File: src/rtl/mbox_pkg.sv
package mbox_pkg;

  localparam int WORD_W = 32;

  // word indices (byte offset >> 2)
  localparam logic [5:0] WI_POP_LO   = 6'h20;
  localparam logic [5:0] WI_POP_HI   = 6'h23;
  localparam logic [5:0] WI_PEEK     = 6'h24;
  localparam logic [5:0] WI_SENDER   = 6'h25;
  localparam logic [5:0] WI_IN_STAT  = 6'h26;
  localparam logic [5:0] WI_CFG      = 6'h27;
  localparam logic [5:0] WI_FWD_LO   = 6'h28;
  localparam logic [5:0] WI_FWD_HI   = 6'h2B;
  localparam logic [5:0] WI_OUT_STAT = 6'h2E;

  localparam int CFG_EN_BIT   = 0;
  localparam int CFG_PEND_BIT = 4;
  localparam int ST_FULL_BIT  = 31;
  localparam int ST_EMPTY_BIT = 30;
  localparam int ST_LEVEL_W   = 8;

  typedef enum logic [3:0] {
    OP_IDLE,
    OP_POP,
    OP_PEEK,
    OP_SENDER_RD,
    OP_IN_STAT,
    OP_CFG_RD,
    OP_OUT_STAT,
    OP_SENDER_WR,
    OP_CFG_WR,
    OP_FWD,
    OP_BAD
  } mbox_op_e;

  function automatic logic [WORD_W-1:0] pack_status(input logic full,
                                                    input logic empty,
                                                    input logic [ST_LEVEL_W-1:0] level);
    logic [WORD_W-1:0] w;
    w = '0;
    w[ST_FULL_BIT]  = full;
    w[ST_EMPTY_BIT] = empty;
    w[ST_LEVEL_W-1:0] = level;
    return w;
  endfunction

endpackage

File: src/rtl/mbox_queue.sv
module mbox_queue #(
  parameter int          W       = 32,
  parameter int          DEPTH   = 4,
  parameter logic [W-1:0] EMPTY_VAL = '1
) (
  input  logic                       clk,
  input  logic                       rst,
  input  logic                       push,
  input  logic [W-1:0]               push_data,
  input  logic                       pop,
  output logic [W-1:0]               head,
  output logic [$clog2(DEPTH+1)-1:0] count,
  output logic                       full,
  output logic                       empty
);
  localparam int PTR_W = (DEPTH > 1) ? $clog2(DEPTH) : 1;
  localparam int CNT_W = $clog2(DEPTH+1);
  localparam logic [PTR_W-1:0] LAST = PTR_W'(DEPTH-1);

  logic [W-1:0]     mem [DEPTH];
  logic [PTR_W-1:0] wr_ptr, rd_ptr;
  logic             do_push, do_pop;

  assign full    = (count == CNT_W'(DEPTH));
  assign empty   = (count == '0);
  assign do_push = push && !full;
  assign do_pop  = pop && !empty;
  assign head    = empty ? EMPTY_VAL : mem[rd_ptr];

  // storage without reset so it maps onto distributed RAM
  always_ff @(posedge clk) begin
    if (do_push) mem[wr_ptr] <= push_data;
  end

  always_ff @(posedge clk) begin
    if (rst) begin
      wr_ptr <= '0;
      rd_ptr <= '0;
      count  <= '0;
    end else begin
      if (do_push) wr_ptr <= (wr_ptr == LAST) ? '0 : wr_ptr + 1'b1;
      if (do_pop)  rd_ptr <= (rd_ptr == LAST) ? '0 : rd_ptr + 1'b1;
      case ({do_push, do_pop})
        2'b10:   count <= count + 1'b1;
        2'b01:   count <= count - 1'b1;
        default: count <= count;
      endcase
    end
  end
endmodule

File: src/rtl/mbox_decode.sv
module mbox_decode
  import mbox_pkg::*;
(
  input  logic       valid,
  input  logic       write,
  input  logic [7:0] offset,
  output mbox_op_e   op
);
  logic [5:0] widx;
  logic       aligned;

  assign widx    = offset[7:2];
  assign aligned = (offset[1:0] == 2'b00);

  always_comb begin
    op = OP_IDLE;
    if (valid) begin
      op = OP_BAD;
      if (aligned) begin
        if (!write) begin
          if (widx >= WI_POP_LO && widx <= WI_POP_HI) op = OP_POP;
          else if (widx == WI_PEEK)                   op = OP_PEEK;
          else if (widx == WI_SENDER)                 op = OP_SENDER_RD;
          else if (widx == WI_IN_STAT)                op = OP_IN_STAT;
          else if (widx == WI_CFG)                    op = OP_CFG_RD;
          else if (widx == WI_OUT_STAT)               op = OP_OUT_STAT;
        end else begin
          if (widx >= WI_FWD_LO && widx <= WI_FWD_HI) op = OP_FWD;
          else if (widx == WI_SENDER)                 op = OP_SENDER_WR;
          else if (widx == WI_CFG)                    op = OP_CFG_WR;
        end
      end
    end
  end
endmodule

File: src/rtl/mbox_regif.sv
module mbox_regif
  import mbox_pkg::*;
#(
  parameter int               IN_DEPTH     = 4,
  parameter int               OUT_DEPTH    = 4,
  parameter logic [31:0]      INVALID_WORD = 32'hFFFF_FFFF
) (
  input  logic        clk,
  input  logic        rst,
  input  logic        req_valid,
  input  logic        req_write,
  input  logic [7:0]  req_addr,
  input  logic [31:0] req_wdata,
  output logic        rsp_valid,
  output logic [31:0] rsp_rdata,
  output logic        bad_offset,
  output logic        irq,
  input  logic        in_push,
  input  logic [31:0] in_data,
  output logic        in_full,
  input  logic        out_pop,
  output logic [31:0] out_data,
  output logic        out_empty
);
  localparam int IN_CW  = $clog2(IN_DEPTH+1);
  localparam int OUT_CW = $clog2(OUT_DEPTH+1);

  mbox_op_e op;

  logic [WORD_W-1:0] in_head;
  logic [IN_CW-1:0]  in_count;
  logic              in_empty;
  logic [OUT_CW-1:0] out_count;
  logic              out_full;
  logic              in_pop_req, out_push_req;
  logic              cfg_en;
  logic [WORD_W-1:0] cfg_word, in_status, out_status, rd_val;

  mbox_decode u_dec (
    .valid  (req_valid),
    .write  (req_write),
    .offset (req_addr),
    .op     (op)
  );

  assign in_pop_req   = (op == OP_POP);
  assign out_push_req = (op == OP_FWD);

  mbox_queue #(.W(WORD_W), .DEPTH(IN_DEPTH), .EMPTY_VAL(INVALID_WORD)) u_inq (
    .clk       (clk),
    .rst       (rst),
    .push      (in_push),
    .push_data (in_data),
    .pop       (in_pop_req),
    .head      (in_head),
    .count     (in_count),
    .full      (in_full),
    .empty     (in_empty)
  );

  mbox_queue #(.W(WORD_W), .DEPTH(OUT_DEPTH), .EMPTY_VAL(INVALID_WORD)) u_outq (
    .clk       (clk),
    .rst       (rst),
    .push      (out_push_req),
    .push_data (req_wdata),
    .pop       (out_pop),
    .head      (out_data),
    .count     (out_count),
    .full      (out_full),
    .empty     (out_empty)
  );

  always_comb begin
    cfg_word = '0;
    cfg_word[CFG_EN_BIT]   = cfg_en;
    cfg_word[CFG_PEND_BIT] = !in_empty;
  end

  assign in_status  = pack_status(in_full, in_empty, ST_LEVEL_W'(in_count));
  assign out_status = pack_status(out_full, out_empty, ST_LEVEL_W'(out_count));

  always_comb begin
    case (op)
      OP_POP, OP_PEEK: rd_val = in_head;
      OP_IN_STAT:      rd_val = in_status;
      OP_OUT_STAT:     rd_val = out_status;
      OP_CFG_RD:       rd_val = cfg_word;
      default:         rd_val = '0;
    endcase
  end

  always_ff @(posedge clk) begin
    if (rst) begin
      cfg_en     <= 1'b0;
      rsp_valid  <= 1'b0;
      rsp_rdata  <= '0;
      bad_offset <= 1'b0;
      irq        <= 1'b0;
    end else begin
      if (op == OP_CFG_WR) cfg_en <= req_wdata[CFG_EN_BIT];
      rsp_valid  <= req_valid && !req_write;
      rsp_rdata  <= rd_val;
      bad_offset <= (op == OP_BAD);
      irq        <= cfg_en && !in_empty;
    end
  end
endmodule

File: config.mk
export PLATFORM = sky130hd
export DESIGN_NAME = mbox_regif
export DESIGN_NICKNAME = d
export VERILOG_FILES = /design/src/rtl/mbox_pkg.sv /design/src/rtl/mbox_queue.sv /design/src/rtl/mbox_decode.sv /design/src/rtl/mbox_regif.sv
export SDC_FILE = /design/constraint.sdc
export NUM_CORES = 1
export LEC_CHECK = 0
export BUFFER_PORTS_ARGS = -buffer_cell sky130_fd_sc_hd__buf_2
export CAP_MARGIN = 15
export CORE_UTILIZATION = 52
export DETAILED_ROUTE_END_ITERATION = 10
export PLACE_DENSITY = 0.78
export SYNTH_ARGS = -nofsm -noshare
export SYNTH_HDL_FRONTEND = slang
export SYNTH_SLANG_ARGS = --single-unit
File: constraint.sdc
create_clock -name clk -period 5.2 [get_ports clk]
set_input_delay 0.78 -clock clk [delete_from_list [all_inputs] [get_ports clk]]
set_output_delay 0.78 -clock clk [all_outputs]
set_load 0.05 [all_outputs]
==> results of run 1 <==
registers in the layout, summed over array words and instances (netlist names), named ones only:
signal         flops
bad_offset         1
cfg_en             1
irq                1
rsp_rdata         32
rsp_valid          1
u_inq.count        3
u_inq.mem        128
u_inq.rd_ptr       2
u_inq.wr_ptr       2
u_outq.count       3
u_outq.mem       128
u_outq.rd_ptr      2
u_outq.wr_ptr      2
worst reg2reg max path, delay by kind of cell (launching register included):
family / cells / cell delay [ns]
and+or+nand+nor: 3 / 0.70
adders and majority gates: 2 / 0.55
DFF: 1 / 0.33
buffers and inverters: 3 / 0.29
AOI/OAI and AO/OA: 1 / 0.17
xor gates and xnor gates: 1 / 0.16
worst min-delay path by stage:
stage	startpoint	end	slack, ns
after floorplan	cfg_en	irq	0.47
after global placement	u_outq.rd_ptr[1]	register	0.52
after detailed placement	cfg_en	irq	0.52
after CTS	in_data[13]	u_inq.mem[1][13]	0.42
after global routing	in_data[29]	u_inq.mem[1][29]	0.42
final	in_data[14]	u_inq.mem[1][14]	0.44
kinds of logic after synthesis:
kind of cell	after synthesis	synth area share, %
multiplexers	75	13.1
adder cells (fa/ha/maj)	14	1.61
AO/OA/AOI/OAI	60	3.84
buffers and inverters	45	1.74
AND/OR/NAND/NOR	102	5.12
flip-flops	310	74.0
XOR/XNOR	6	0.507
layer usage:
layer / up-vias / track usage (%) / share of wire, %
met4: 2 / 4.43 / 1.8
met1: 3097 / 24.0 / 41
met3: 40 / 4.99 / 7.0
li1: 2734 / - / -
met5: - / 0 / 0.059
met2: 223 / 33.6 / 51
area by class of cell:
| cell class | count | area share [%] |
|---|---|---|
| flip-flops and latches | 310 | 63.5 |
| repair buffers | 152 | 5.61 |
| multi-input cells | 257 | 20.9 |
| well taps | 280 | 2.53 |
| inverters | 17 | 0.462 |
| diodes | 3 | 0.0543 |
| clock buffers | 34 | 5.69 |
| clock inverters | 23 | 1.31 |
per-stage QoR:
stage	total power, mW	area [um^2]
6_report	5.11	13800
2_1_floorplan	2.96	11800
4_1_cts	5.15	13800
3_3_place_gp	3.05	12800
5_1_grt	5.26	13800
3_5_place_dp	3.07	12800
power by group:
part           leakage, nW  switching [mW]  internal (mW)  total, mW
logic                 1.47           0.168         0.0817      0.249
clock network        0.471           0.904           1.19       2.10
registers             2.77          0.0167           2.75       2.76
total                 4.71            1.09           4.02       5.11
synthesized netlist by cell type (7+ instances only):
library cell	n	area share [%]
mux4_2	64	12
mux2i_1	8	0.68
edfxtp_1	256	65
nor3_1	7	0.30
clkbuf_1	17	0.54
a21oi_1	13	0.55
nor2_1	18	0.57
nand2_1	8	0.25
inv_1	17	0.54
o21a_1	26	1.6
ha_1	12	1.3
or2_2	32	1.7
and3_1	9	0.48
dfxtp_1	54	9.1
==> metrics, run 1 <==
drt pass-1 iters 4; DR WL/cell 20.4 um; Post-Syn Nets 704; Crit Path Category register to primary output; Reg2Reg Launch Point u_outq.count[1]; Tcrit/Tclk final 67.5%; chip height 153 um; largest net degree at the start of global routing 36; Critical Path Max Stage Delay 0.64 ns; die width 153 um; # fillers 1525; post-synthesis average cell area 19.3 um^2; final setup fails 0; fraction of registers with async set/reset 0%; maximum resistive drop on vdd 0.325 mV; Final Hold Viols 0; Top FF cell, synth edfxtp_1; initial antenna violation count 3; Arr. time, crit path 2.73 ns; worst setup margin 1.69 ns; setup TNS 0 ns; Worst-Skew Late Latency 0.55 ns; most common cell after layout, fill and taps aside edfxtp_1; IO Count 147; Worst setup SP type register; Peak Freq 285 MHz; TritonCTS Buffers 31; Reg clk slew, reported paths 0.06 ns; vias per std cell 5.67; # DRC 0; min Tclk post-route 3.51 ns; Warnings, synthesis 0; worst reg2reg setup slack 2.91 ns; Unique masters post-synth 49; via count 6096; Slew Limit Headroom 39.6%; crit path buf inv count 2; CTS resizes 0; register area share after synthesis 74.0%; Routed Wire Length 21900 um; H-Tree Depth 1; Total GRT Usage 19.2%; fin cells 1076; Multi-input gate area 2890 um^2; R2R Path End u_outq.count[2]; Min-Delay Path Depth 1; CTS tree built; wire length of the first global-routing pass 34600 um; cell count of the worst reg-to-reg path 10; Setup WS pre-CTS 1.49 ns; Worst Skew 0.0124 ns; Critical Path Fanout Max 19; CP Capture Type primary output; worst-path cell chain buf_4, mux4_2, or2_2, buf_2; smallest hold slack 0.437 ns; post-layout util 62.6%; share of post-route cells with drive strength above 1 40.7%; CP Depth 4; EDFF count, synth 256; leak pwr 4.71 nW; most frequent cells in the layout 256 x edfxtp_1, 146 x buf_2, 64 x mux4_2; Synth Cell Area 11800 um^2; cts hold-fix bufs 0; hpwl dp 13400 um; core area 22100 um^2; CP top delay family buffers and inverters; status finished clean; cell total after placement 1016; RSZ-0062 raised after global routing false; max cap viols 0; row cnt 54; Tightest Pin Transition 0.906 ns; FF+latch area 8770 um^2; Sink Count 310; hold crit path type input pin to register; number of buffers added for setup after CTS 0; Setup crit end out_data[7]; slowest cell on the critical path dfxtp_2; Max Buffers Root-to-Sink 3; Final #Nets 861; fin. max-slew vios 0; CTS root buf clkbuf_16; vias in the first global route 6419; Cells after Synth 612; routability cong. 0.850; Final ANT Viol Nets 0; full die area 23400 um^2; grt ovf 0; number of I/O port buffers 146; power per cell area 369 nW/um^2; initial drt markers 433; Area growth syn-to-layout 16.7%; Yosys reg bits 310; Worst EP required 4.42 ns; initial core utilization 53.6%
Note: power is estimated with default switching activity, not from simulation.
==> run 2, diff against run 1 <==
Settings changed: PLACE_DENSITY 0.78 to 0.81.
Clock period 5.2 ns to 2.9 ns, I/O delays scaled along.
==> run 2 against run 1 <==
Net effect:
- clock skew rose by 0.0060 ns
- register-to-register slack got worse by 2.2 ns
- total power rose by 78%
- clock power rose by 75%
- sequential share of layout area fell by 1.0 points
- via count rose by 1.5%
- first-iteration DRC count fell by 17%
- global-route usage rose by 0.15 points
- setup slack got worse by 1.4 ns
- combinational power rose by 87%
- wire length rose by 1.2%
- largest cell class unchanged
==> metrics, run 2 (synthesis gave the netlist of run 1 again) <==
status finished clean (unchanged); # DRC 0 (unchanged); vias in the first global route 6557 (was 6419); H-Tree Depth 1 (unchanged); Multi-input gate area 2890 um^2 (unchanged); die width 153 um (unchanged); CTS root buf clkbuf_16 (unchanged); Worst-Skew Late Latency 0.55 ns (about the same); final setup fails 0 (unchanged); hold crit path type input pin to register (unchanged); max cap viols 0 (unchanged); CP Capture Type primary output (unchanged); drt pass-1 iters 7 (was 4); Final Hold Viols 0 (unchanged); vias per std cell 5.64 (was 5.67); biggest registers after layout u_inq.mem: 128 flops, u_outq.mem: 128 flops, rsp_rdata: 32 flops (unchanged); Peak Freq 378 MHz; share of post-route cells with drive strength above 1 40.9% (was 40.7%); initial antenna violation count 1 (was 3); RSZ-0062 raised after global routing false (unchanged); FF+latch area 8770 um^2 (about the same); full die area 23400 um^2 (unchanged); CTS tree built (unchanged); post-layout util 63.6% (was 62.6%); Crit Path Category register to primary output (unchanged); fin. max-slew vios 0 (unchanged); Worst setup SP type register (unchanged); number of I/O port buffers 146 (unchanged); routability cong. 0.880 (was 0.850); wire length of the first global-routing pass 35000 um (was 34600 um); Worst Skew 0.0184 ns (was 0.0124 ns); Tcrit/Tclk final 91.3%; most frequent cells in the layout 256 x edfxtp_1, 146 x buf_2, 64 x mux4_2 (unchanged); CTS resizes 0 (unchanged); leak pwr 4.82 nW (was 4.71 nW); Area growth syn-to-layout 18.7% (was 16.7%); row cnt 54 (unchanged); Worst EP required 2.47 ns (was 4.42 ns); power per cell area 648 nW/um^2 (was 369 nW/um^2); maximum resistive drop on vdd 0.513 mV (was 0.325 mV); Reg clk slew, reported paths 0.06 ns (about the same); # fillers 1475 (was 1525); Tightest Pin Transition 0.884 ns (was 0.906 ns); smallest hold slack 0.0999 ns (was 0.437 ns); core area 22100 um^2 (unchanged); DR WL/cell 20.2 um (was 20.4 um); Final #Nets 884 (was 861); Cell Area, Placed 13100 um^2 (was 12800 um^2); Total GRT Usage 19.4% (was 19.2%); IO Count 147 (unchanged); TritonCTS Buffers 31 (unchanged); number of buffers added for setup after CTS 0 (unchanged); Sink Count 310 (unchanged); Arr. time, crit path 2.21 ns (was 2.73 ns); setup TNS 0 ns (unchanged); Max Buffers Root-to-Sink 3 (unchanged); grt ovf 0 (unchanged); via count 6185 (was 6096); largest net degree at the start of global routing 36 (unchanged); initial drt markers 360 (was 433); hpwl dp 13900 um (was 13400 um); Final ANT Viol Nets 0 (unchanged); initial core utilization 53.6% (unchanged); min Tclk post-route 2.65 ns; Final Instance Area 14100 um^2 (was 13800 um^2); Slew Limit Headroom 41.0% (was 39.6%); chip height 153 um (unchanged); cts hold-fix bufs 0 (unchanged); Routed Wire Length 22200 um (was 21900 um); Final Total Pwr 9.10 mW (was 5.11 mW); most common cell after layout, fill and taps aside edfxtp_1 (unchanged); Critical Path Fanout Max 32 (was 19)
==> run 2: changes by cell type in the layout (fill, tap and decap cells not counted), moves of 3 or more <==
cell        change
and2_2          -4
and2_1          +4
buf_12          +7
clkinv_1        +3
buf_4          +16
clkinv_2        -7
clkinvlp_4      -3
clkbuf_1        +6
==> run 2: through the flow <==
step	worst slack, ns	std cells
2_1_floorplan	-0.0745	612
5_1_grt	0.169	1095
3_3_place_gp	-0.0881	1039
4_1_cts	0.197	1095
3_5_place_dp	-0.175	1039
6_report	0.252	1097
==> run 2: layer usage <==
layer | vias up | global-route usage, % | part of all wire (%)
met5 | - | 0 | 0
met4 | 0 | 5.48 | 2.0
met1 | 3147 | 23.9 | 40
met2 | 228 | 34.8 | 51
li1 | 2776 | - | -
met3 | 34 | 3.74 | 6.3
==> run 2: worst paths after layout <==
kind	startpoint	end	slack (ns)	cells past startpoint
max	register	out_data[14]	0.25	4
min	in_data[5]	u_inq.mem[3][5]	0.1	1
max reg2reg	u_outq.count[0]	u_outq.count[2]	0.76	10
min reg2reg	cfg_en	irq	0.51	1
==> run 2: report_power, final <==
part	switching (mW)	internal, mW
Combinational	0.305	0.160
Clock	1.55	2.13
Sequential	0.0302	4.92
==> run 2: final cells by class <==
class	instances	share of cell area, %
Inverter	17	0.454
Tap cell	280	2.49
Sequential cell	310	62.4
Timing Repair Buffer	175	7.37
Antenna cell	2	0.0356
Multi-Input combinational cell	257	20.5
Clock inverter	16	0.935
Clock buffer	40	5.76
==> run 2: critical path, stage by stage, from the launching register on <==
cell,delay (ns)
dfxtp_2,0.34
buf_12,0.26
mux4_2,0.55
or2_2,0.30
buf_2,0.22
